--- config.mk ---
export PLATFORM = sky130hd
export DESIGN_NAME = pwm_gen
export DESIGN_NICKNAME = d
export VERILOG_FILES = /design/src/rtl/pwm_pkg.sv /design/src/rtl/pwm_prescaler.sv /design/src/rtl/pwm_regs.sv /design/src/rtl/pwm_core.sv /design/src/rtl/pwm_gen.sv
export SDC_FILE = /design/constraint.sdc
export NUM_CORES = 1
export LEC_CHECK = 0
export ABC_AREA = 0
export BUFFER_PORTS_ARGS = -buffer_cell sky130_fd_sc_hd__buf_2
export CAP_MARGIN = 10
export CORE_MARGIN = 3
export CORE_UTILIZATION = 45
export DETAILED_ROUTE_END_ITERATION = 10
export MAX_ROUTING_LAYER = met4
export PLACE_DENSITY_LB_ADDON = 0.1
export SLEW_MARGIN = 20
export SYNTH_ARGS = -nofsm -noshare
export SYNTH_HDL_FRONTEND = slang
export SYNTH_SLANG_ARGS = --single-unit
export TNS_END_PERCENT = 1
--- constraint.sdc ---
create_clock -name clk_i -period 1.9 [get_ports clk_i]
set_input_delay 0.095 -clock clk_i [delete_from_list [all_inputs] [get_ports clk_i]]
set_output_delay 0.095 -clock clk_i [all_outputs]
set_load 0.1 [all_outputs]
--- src/rtl/pwm_pkg.sv ---
package pwm_pkg;
  localparam int unsigned CNT_W  = 16;
  localparam int unsigned SEL_W  = 3;
  localparam int unsigned IL_W   = 3;
  localparam int unsigned PRE_W  = 9;
  localparam int unsigned ADDR_W = 2;

  localparam logic [ADDR_W-1:0] ADDR_PERIOD = 2'd0;
  localparam logic [ADDR_W-1:0] ADDR_WIDTH  = 2'd1;
  localparam logic [ADDR_W-1:0] ADDR_CTRL   = 2'd2;

  localparam int unsigned CTL_SEL_LSB = 0;
  localparam int unsigned CTL_IL_LSB  = 4;
  localparam int unsigned CTL_CLR_BIT = 8;
endpackage

--- src/rtl/pwm_prescaler.sv ---
module pwm_prescaler #(
  parameter int unsigned PRE_W = 9,
  parameter int unsigned SEL_W = 3
) (
  input  logic             clk_i,
  input  logic             rst_ni,
  input  logic             freeze_i,
  input  logic [SEL_W-1:0] sel_i,
  output logic             tick_o
);
  logic [PRE_W-1:0] pre_q;
  logic [PRE_W-1:0] mask;

  // top code jumps to the full prescaler width, the rest double per step
  always_comb begin
    mask = '0;
    if (&sel_i) begin
      mask = '1;
    end else begin
      for (int i = 0; i < int'(PRE_W); i++) begin
        mask[i] = (i <= int'(sel_i));
      end
    end
  end

  assign tick_o = !freeze_i && ((pre_q & mask) == mask);

  always_ff @(posedge clk_i or negedge rst_ni) begin
    if (!rst_ni) begin
      pre_q <= '0;
    end else if (!freeze_i) begin
      pre_q <= pre_q + 1'b1;
    end
  end

  AST_PRE_FROZEN: assert property (@(posedge clk_i) disable iff (!rst_ni)
    freeze_i |=> $stable(pre_q));
endmodule

--- src/rtl/pwm_regs.sv ---
module pwm_regs
  import pwm_pkg::*;
#(
  parameter int unsigned CNT_W  = 16,
  parameter int unsigned SEL_W  = 3,
  parameter int unsigned IL_W   = 3,
  parameter int unsigned ADDR_W = 2
) (
  input  logic              clk_i,
  input  logic              rst_ni,
  input  logic              wr_en_i,
  input  logic [ADDR_W-1:0] wr_addr_i,
  input  logic [CNT_W-1:0]  wr_data_i,
  input  logic              start_i,
  output logic [CNT_W-1:0]  per_sh_o,
  output logic [CNT_W-1:0]  pw_sh_o,
  output logic [SEL_W-1:0]  sel_o,
  output logic              flag_o,
  output logic              irq_o,
  output logic [IL_W-1:0]   irq_level_o
);
  logic [CNT_W-1:0] per_sh_q, pw_sh_q;
  logic [SEL_W-1:0] sel_q;
  logic [IL_W-1:0]  il_q;
  logic             flag_q;
  logic             wr_per, wr_pw, wr_ctl, clr_req;

  assign wr_per  = wr_en_i && (wr_addr_i == ADDR_PERIOD);
  assign wr_pw   = wr_en_i && (wr_addr_i == ADDR_WIDTH);
  assign wr_ctl  = wr_en_i && (wr_addr_i == ADDR_CTRL);
  assign clr_req = wr_ctl && wr_data_i[CTL_CLR_BIT];

  always_ff @(posedge clk_i or negedge rst_ni) begin
    if (!rst_ni) begin
      per_sh_q <= '0;
      pw_sh_q  <= '0;
      sel_q    <= '0;
      il_q     <= '0;
    end else begin
      if (wr_per) per_sh_q <= wr_data_i;
      if (wr_pw)  pw_sh_q  <= wr_data_i;
      if (wr_ctl) begin
        sel_q <= wr_data_i[CTL_SEL_LSB +: SEL_W];
        il_q  <= wr_data_i[CTL_IL_LSB +: IL_W];
      end
    end
  end

  // set beats clear
  always_ff @(posedge clk_i or negedge rst_ni) begin
    if (!rst_ni) begin
      flag_q <= 1'b0;
    end else if (start_i) begin
      flag_q <= 1'b1;
    end else if (clr_req) begin
      flag_q <= 1'b0;
    end
  end

  assign per_sh_o    = per_sh_q;
  assign pw_sh_o     = pw_sh_q;
  assign sel_o       = sel_q;
  assign flag_o      = flag_q;
  assign irq_o       = flag_q && (il_q != '0);
  assign irq_level_o = irq_o ? il_q : '0;

  AST_FLAG_ON_START: assert property (@(posedge clk_i) disable iff (!rst_ni)
    start_i |=> flag_o);
  AST_FLAG_CLEARED: assert property (@(posedge clk_i) disable iff (!rst_ni)
    (clr_req && !start_i) |=> !flag_o);
  AST_IRQ_NEEDS_FLAG: assert property (@(posedge clk_i) disable iff (!rst_ni)
    irq_o |-> flag_o);
  AST_LEVEL_IDLE: assert property (@(posedge clk_i) disable iff (!rst_ni)
    !irq_o |-> (irq_level_o == '0));
  AST_SHADOW_WRITE: assert property (@(posedge clk_i) disable iff (!rst_ni)
    wr_per |=> (per_sh_o == $past(wr_data_i)));
endmodule

--- src/rtl/pwm_core.sv ---
module pwm_core #(
  parameter int unsigned CNT_W = 16
) (
  input  logic             clk_i,
  input  logic             rst_ni,
  input  logic             tick_i,
  input  logic [CNT_W-1:0] per_sh_i,
  input  logic [CNT_W-1:0] pw_sh_i,
  output logic             start_o,
  output logic             pwm_o
);
  logic [CNT_W-1:0] cnt_q, per_a_q, pw_a_q;

  assign start_o = tick_i && (cnt_q == per_a_q);

  always_ff @(posedge clk_i or negedge rst_ni) begin
    if (!rst_ni) begin
      cnt_q   <= '0;
      per_a_q <= '0;
      pw_a_q  <= '0;
    end else if (tick_i) begin
      if (start_o) begin
        cnt_q   <= '0;
        per_a_q <= per_sh_i;
        pw_a_q  <= pw_sh_i;
      end else begin
        cnt_q <= cnt_q + 1'b1;
      end
    end
  end

  assign pwm_o = (cnt_q < pw_a_q);

  AST_CNT_IN_PERIOD: assert property (@(posedge clk_i) disable iff (!rst_ni)
    cnt_q <= per_a_q);
  AST_ACTIVE_HELD: assert property (@(posedge clk_i) disable iff (!rst_ni)
    !start_o |=> ($stable(per_a_q) && $stable(pw_a_q)));
  AST_CNT_HOLD: assert property (@(posedge clk_i) disable iff (!rst_ni)
    !tick_i |=> $stable(cnt_q));
  AST_ZERO_WIDTH_LOW: assert property (@(posedge clk_i) disable iff (!rst_ni)
    (pw_a_q == '0) |-> !pwm_o);
endmodule

--- src/rtl/pwm_gen.sv ---
module pwm_gen
  import pwm_pkg::*;
#(
  parameter int unsigned CNT_W_P  = CNT_W,
  parameter int unsigned SEL_W_P  = SEL_W,
  parameter int unsigned IL_W_P   = IL_W,
  parameter int unsigned PRE_W_P  = PRE_W,
  parameter int unsigned ADDR_W_P = ADDR_W
) (
  input  logic                clk_i,
  input  logic                rst_ni,
  input  logic                freeze_i,
  input  logic                wr_en_i,
  input  logic [ADDR_W_P-1:0] wr_addr_i,
  input  logic [CNT_W_P-1:0]  wr_data_i,
  output logic                pwm_o,
  output logic                flag_o,
  output logic                irq_o,
  output logic [IL_W_P-1:0]   irq_level_o
);
  logic [CNT_W_P-1:0] per_sh, pw_sh;
  logic [SEL_W_P-1:0] sel;
  logic               tick, start;

  pwm_regs #(
    .CNT_W (CNT_W_P),
    .SEL_W (SEL_W_P),
    .IL_W  (IL_W_P),
    .ADDR_W(ADDR_W_P)
  ) u_regs (
    .clk_i      (clk_i),
    .rst_ni     (rst_ni),
    .wr_en_i    (wr_en_i),
    .wr_addr_i  (wr_addr_i),
    .wr_data_i  (wr_data_i),
    .start_i    (start),
    .per_sh_o   (per_sh),
    .pw_sh_o    (pw_sh),
    .sel_o      (sel),
    .flag_o     (flag_o),
    .irq_o      (irq_o),
    .irq_level_o(irq_level_o)
  );

  pwm_prescaler #(
    .PRE_W(PRE_W_P),
    .SEL_W(SEL_W_P)
  ) u_pre (
    .clk_i   (clk_i),
    .rst_ni  (rst_ni),
    .freeze_i(freeze_i),
    .sel_i   (sel),
    .tick_o  (tick)
  );

  pwm_core #(
    .CNT_W(CNT_W_P)
  ) u_core (
    .clk_i   (clk_i),
    .rst_ni  (rst_ni),
    .tick_i  (tick),
    .per_sh_i(per_sh),
    .pw_sh_i (pw_sh),
    .start_o (start),
    .pwm_o   (pwm_o)
  );

  AST_FREEZE_OUT_HOLD: assert property (@(posedge clk_i) disable iff (!rst_ni)
    freeze_i |=> $stable(pwm_o));
endmodule

==> flow_summary.toml, run 1 <==
[cts]
clock_sinks = 96
cts-root-buf = "clkbuf_8"
insertion_delay_ps = 360
cts_buffers = 9
htreeDepth = 3
cts_tree = "done"
clk_pin_slew_ps = 80
cts_buffer_depth = 2

[logic_synthesis]
syn_nets = 411
avgSynthCellArea_um2 = 12.5
synth_cells = 372
synth_seq_cells = 96
synth_edf_count = 0
ys.flop_type = "dfrtp_1"
synth_top_area_share_pct = 51.8
ys_seq_area_share_pct = 51.8
yosys_warnings = 0
async_reset_ff_share_pct = 100
synth_area_um2 = 4640
yosys-top-cells-area = "dfrtp_1 52%, mux2_2 13%, xor2_1 4.7%, ha_1 4.6%, mux2_4 3.2%"
synth_cell_type_count = 46
synth_top_area_cell = "dfrtp_1"

[layout]
multi_input_area_um2 = 2300
antenna_cells = 0
syn_to_final_growth_pct = 27.3
mostFrequentLayoutCells = "95 x dfrtp_1, 55 x mux2_2, 49 x buf_4"
nFillCells = 844
layout_commonest_cell = "dfrtp_1"
seq_area_um2 = 2400
num-nets-final = 506
layout-drive-gt1-share_pct = 40.0
instances_no_fill = 603

[timing]
relSlewSlack_pct = 68.0
fmax_ghz = 0.427
fin_crit_sh_pct = 123
clock_skew_ps = 8.90
worst_slack_ps = -441
tns_ps = -7940
tightestPinTransition_ps = 484
min_period_ps = 2340
drv_slew = 0
final-setup-viol-count = 47
rsz0062_at_grt = "yes"
finalHoldViolations = 0

[floorplanning]
core_um2 = 9910
row_count = 36
ioPinCount = 28
die_area_um2 = 11600
fp.dieH_um = 108
chipWidth_um = 108
start_util_pct = 46.8

[place]
place_congestion = 0.832
place_hpwl_um = 6770
io_buffers = 27
dp.cells = 568

[outcome]
status = "finished, violations left"
violations = "negative setup slack"

[grt]
grt_pass1_vias = 3285
gr-total-overflow = 0
grt_max_degree = 66
antenna_found_initial = 0
grt_pass1_wl_um = 16400
grt_usage_pct = 18.7

[routing]
drt_wl_total_um = 9660
drc = 0
first_pass_iters = 4
drtIter0Drc = 102
wl_per_cell_um = 16.0
vias_per_cell = 5.24
vias = 3159
ant_nets = 0

[power]
powerDensity_nw_per_um2 = 1180
p_leak_nw = 2.85
ir_drop_v = 0.00103

[critical_path]
cp.arrival_ps = 2250
critPathRequiredTime_ps = 1800
start_kind = "flop"
crit_type = "flop to output pin"
critPathCaptureType = "output pin"
crit_fanout = 3

[job]
maxCapViolCount = 0

[hold_path]
hold_class = "primary input to flop"
-- kinds of logic (layout without fill, tap and decap cells) --
kind of cell / count (synthesis) / in the layout / share of synthesized area [%]
muxes: 70 / 70 / 17.8
xor gates and xnor gates: 33 / 33 / 6.23
buffers and inverters: 31 / 129 / 2.91
DFF: 96 / 96 / 51.8
and+or+nand+nor: 90 / 90 / 11.7
adders and majority gates: 17 / 17 / 4.58
AOI/OAI and AO/OA: 35 / 35 / 5.04
-- power by group --
part	switching [W]	internal (W)	leakage, nW
Clock	0.000670	0.000764	0.101
Combinational	0.00147	0.00133	1.52
Sequential	0.000285	0.00247	1.23
-- worst max-delay path, stage by stage, from the launching register on --
cell,delay (ps)
dfrtp_1,390
buf_6,130
ha_4,210
and3_4,180
a2111o_1,400
a31oi_4,220
a2bb2oi_4,180
buf_12,190
-- worst paths after layout --
path | cells after the start | start | to | slack [ps]
setup / recovery | 7 | u_core.cnt_q[6]$_DFFE_PN0P_ | pwm_o | -440
hold / removal | 2 | wr_data_i[0] | u_regs.per_sh_o[0]$_DFFE_PN0P_ | 20
setup reg to reg | 7 | u_core.per_a_q[1]$_DFFE_PN0P_ | u_core.pw_a_q[6]$_DFFE_PN0P_ | -250
hold reg to reg | 1 | u_regs.pw_sh_o[11]$_DFFE_PN0P_ | u_core.pw_a_q[11]$_DFFE_PN0P_ | 480
max in group asynchronous | 3 | rst_ni | u_core.cnt_q[5]$_DFFE_PN0P_ | 1270
min in group asynchronous | 2 | rst_ni | u_pre.pre_q[3]$_DFFE_PN0N_ | 70
-- stage by stage --
step           cell area, um2  total power [W]  hold WS (ps)  utilization (%)  setup slack (ps)
2_1_floorplan            4670          0.00446          -201                -              -203
3_5_place_dp             5320          0.00542         -96.7             53.7              -430
3_3_place_gp             5320          0.00538         -96.9             53.7              -428
5_1_grt                  5910          0.00738          23.1             59.6              -490
4_1_cts                  5790          0.00697          9.89             58.4              -458
6_report                 5910          0.00698          15.5             59.6              -441
-- routing by layer --
metal,wire length (um),global-route usage (%),part of all wire [%],vias to the layer above
li1,-,-,-,1516
met1,4590,25.5,47,1572
met2,4580,28.5,47,52
met3,290,2.76,3.0,19
met4,197,7.12,2.0,0
met5,0,-,0,-
-- Yosys cell counts, types with 5 or more instances --
| cell | count |
|---|---|
| ha_1 | 17 |
| dfrtp_1 | 96 |
| mux2_1 | 5 |
| mux2_4 | 10 |
| nand4_1 | 9 |
| nor4_1 | 9 |
| nand2_1 | 10 |
| xor2_1 | 25 |
| nand3_1 | 8 |
| clkbuf_1 | 10 |
| a21oi_1 | 5 |
| or3_1 | 7 |
| o21ai_0 | 11 |
| inv_1 | 18 |
| and2_1 | 14 |
| nor2_1 | 5 |
| xnor2_1 | 8 |
| mux2_2 | 55 |
| a21boi_0 | 5 |
-- flip-flops by register name, indices dropped and copies added, names as in the netlist --
register,cells
u_regs.il_q,3
u_pre.pre_q,9
u_regs.sel_o,3
u_regs.pw_sh_o,16
u_core.per_a_q,16
u_regs.per_sh_o,16
u_core.cnt_q,16
u_regs.flag_o,1
u_core.pw_a_q,16
-- area by class of cell --
cell class                      count  share of cell area, %
Sequential cell                    96                   40.7
Timing Repair Buffer               97                   12.8
Multi-Input combinational cell    245                   39.0
Clock buffer                       11                   2.39
Inverter                           18                   1.14
Tap cell                          133                   2.82
Clock inverter                      3                   1.14
-- timing repair --
action | in CTS | in global routing
endpoints found under the hold margin | 128 | 0
gates resized for setup | 18 | 20
pin swaps | 10 | 7
endpoints found under the setup margin | 48 | 49
hold buffers | 16 | 0
setup buffers | 4 | 1
No activity file was read; power rests on OpenSTA's default activity.
==> run 2: changes to the inputs <==
Settings changed: CELL_PAD_IN_SITES_DETAIL_PLACEMENT set to 1, CELL_PAD_IN_SITES_GLOBAL_PLACEMENT set to 2, CORE_UTILIZATION 45 to 38.
==> flow_summary.toml, run 2 (synthesis gave the netlist of run 1 again) <==
[layout]
syn_to_final_growth_pct = 28.0
layout-drive-gt1-share_pct = 39.6
layout_commonest_cell = "dfrtp_1"
nFillCells = 1213
mostFrequentLayoutCells = "94 x dfrtp_1, 55 x mux2_2, 53 x buf_4"
num-nets-final = 506
antenna_cells = 0

[grt]
antenna_found_initial = 0
grt_usage_pct = 18.7
grt_pass1_wl_um = 18500
gr-total-overflow = 0
grt_max_degree = 97
grt_pass1_vias = 3450

[cts]
clk_pin_slew_ps = 60
htreeDepth = 3
clock_sinks = 96
cts_buffers = 9
cts_tree = "done"
cts_buffer_depth = 2
cts-root-buf = "clkbuf_16"
insertion_delay_ps = 350

[critical_path]
start_kind = "flop"
crit_fanout = 2
critPathMaxStageDelay_ps = 400
cp.arrival_ps = 2240
crit_type = "flop to output pin"
crit_family = "compound AO/OA/AOI/OAI gates"
crit_path_cell_trace = "buf_6 > ha_4 > a21oi_2 > nor2b_1 > a2111o_1 > a31oi_4 > a2bb2oi_4 > buf_12"
worst-path-stages = 8
cpMaxStageDelayCell = "dfrtp_1"
rr_worst_depth = 7
crit_buf_inv = 2
critPathRequiredTime_ps = 1800
critPathCaptureType = "output pin"

[job]
maxCapViolCount = 0

[timing]
worst_slack_ps = -437
fmax_ghz = 0.428
fin_crit_sh_pct = 123
relSlewSlack_pct = 63.2
final-setup-viol-count = 47
tightestPinTransition_ps = 552
tns_ps = -8890
holdWs_ps = 18.7
min_period_ps = 2340
finalHoldViolations = 0
drv_slew = 0
clock_skew_ps = 6.36
rsz0062_at_grt = "yes"

[floorplanning]
row_count = 39
die_area_um2 = 13600
fp.dieH_um = 117
start_util_pct = 39.8
chipWidth_um = 117
ioPinCount = 28
core_um2 = 11700

[routing]
first_pass_iters = 4
ant_nets = 0
drc = 0
drt_wl_total_um = 11200
wl_per_cell_um = 18.2
vias_per_cell = 5.19
vias = 3189
drtIter0Drc = 101

[outcome]
violations = "negative setup slack"
status = "finished, violations left"

[power]
intPower_w = 0.00486
p_leak_nw = 2.89
powerDensity_nw_per_um2 = 1250
comb_power_share_pct = 37.8
pwr-share-clk_pct = 24.7
p_sw_w = 0.00258
switching_share_pct = 34.7
seq_power_share_pct = 37.5
ir_drop_v = 0.000836

[place]
place_hpwl_um = 7820
io_buffers = 27
place_congestion = 0.812

[hold_path]
hold_class = "primary input to flop"
worstHoldPathCells = 2
[run 2: routing by layer]
metal | track usage [%] | wire length, um | vias to the layer above
li1 | - | - | 1521
met1 | 24.6 | 5310 | 1613
met2 | 29.2 | 5390 | 39
met3 | 2.95 | 260 | 16
met4 | 7.19 | 219 | 0
met5 | - | 0 | -
[run 2: path summary, 6_finish.rpt]
kind,end,start,slack (ps)
max,pwm_o,u_core.cnt_q[6]$_DFFE_PN0P_,-440
min,u_regs.il_q[0]$_DFFE_PN0P_,wr_data_i[4],20
max reg2reg,u_core.pw_a_q[10]$_DFFE_PN0P_,u_core.per_a_q[1]$_DFFE_PN0P_,-250
min reg2reg,u_pre.pre_q[8]$_DFFE_PN0N_,u_pre.pre_q[8]$_DFFE_PN0N_,460
max in group asynchronous,u_core.pw_a_q[14]$_DFFE_PN0P_,rst_ni,1120
min in group asynchronous,u_pre.pre_q[2]$_DFFE_PN0N_,rst_ni,320
[run 2: power by group through the flow]
stage	clock, W	sequential (W)	combinational (W)
final	0.00184	0.00279	0.00281
after global routing	0.00200	0.00285	0.00305
after CTS	0.00190	0.00279	0.00280
after detailed placement	0	0.00282	0.00267
after global placement	0	0.00281	0.00261
after floorplan	0	0.00283	0.00163
[run 2: stage by stage]
step	utilization (%)	total power, W	area [um2]	setup WS, ps	std cells
floorplan	-	0.00446	4670	-203	372
global placement	45.8	0.00541	5340	-347	579
detailed placement	45.8	0.00550	5340	-407	579
CTS	50.7	0.00749	5920	-437	615
global route	50.9	0.00790	5940	-549	615
finish	50.9	0.00744	5940	-437	615
[run 2: layout make-up]
| class | count | area, um2 | area share [%] |
|---|---|---|---|
| Clock buffer | 12 | 246 | 4.15 |
| Clock inverter | 4 | 52.6 | 0.884 |
| Multi-Input combinational cell | 245 | 2240 | 37.8 |
| Tap cell | 143 | 179 | 3.01 |
| Inverter | 18 | 67.6 | 1.14 |
| Sequential cell | 96 | 2400 | 40.5 |
| Timing Repair Buffer | 97 | 747 | 12.6 |
[run 2: timing repair]
action | CTS | global route
endpoints found under the setup margin | 48 | 50
setup buffers | 7 | 0
hold buffers | 13 | 0
gates resized for setup | 23 | 6
endpoints found under the hold margin | 120 | 0
pin swaps | 9 | 1
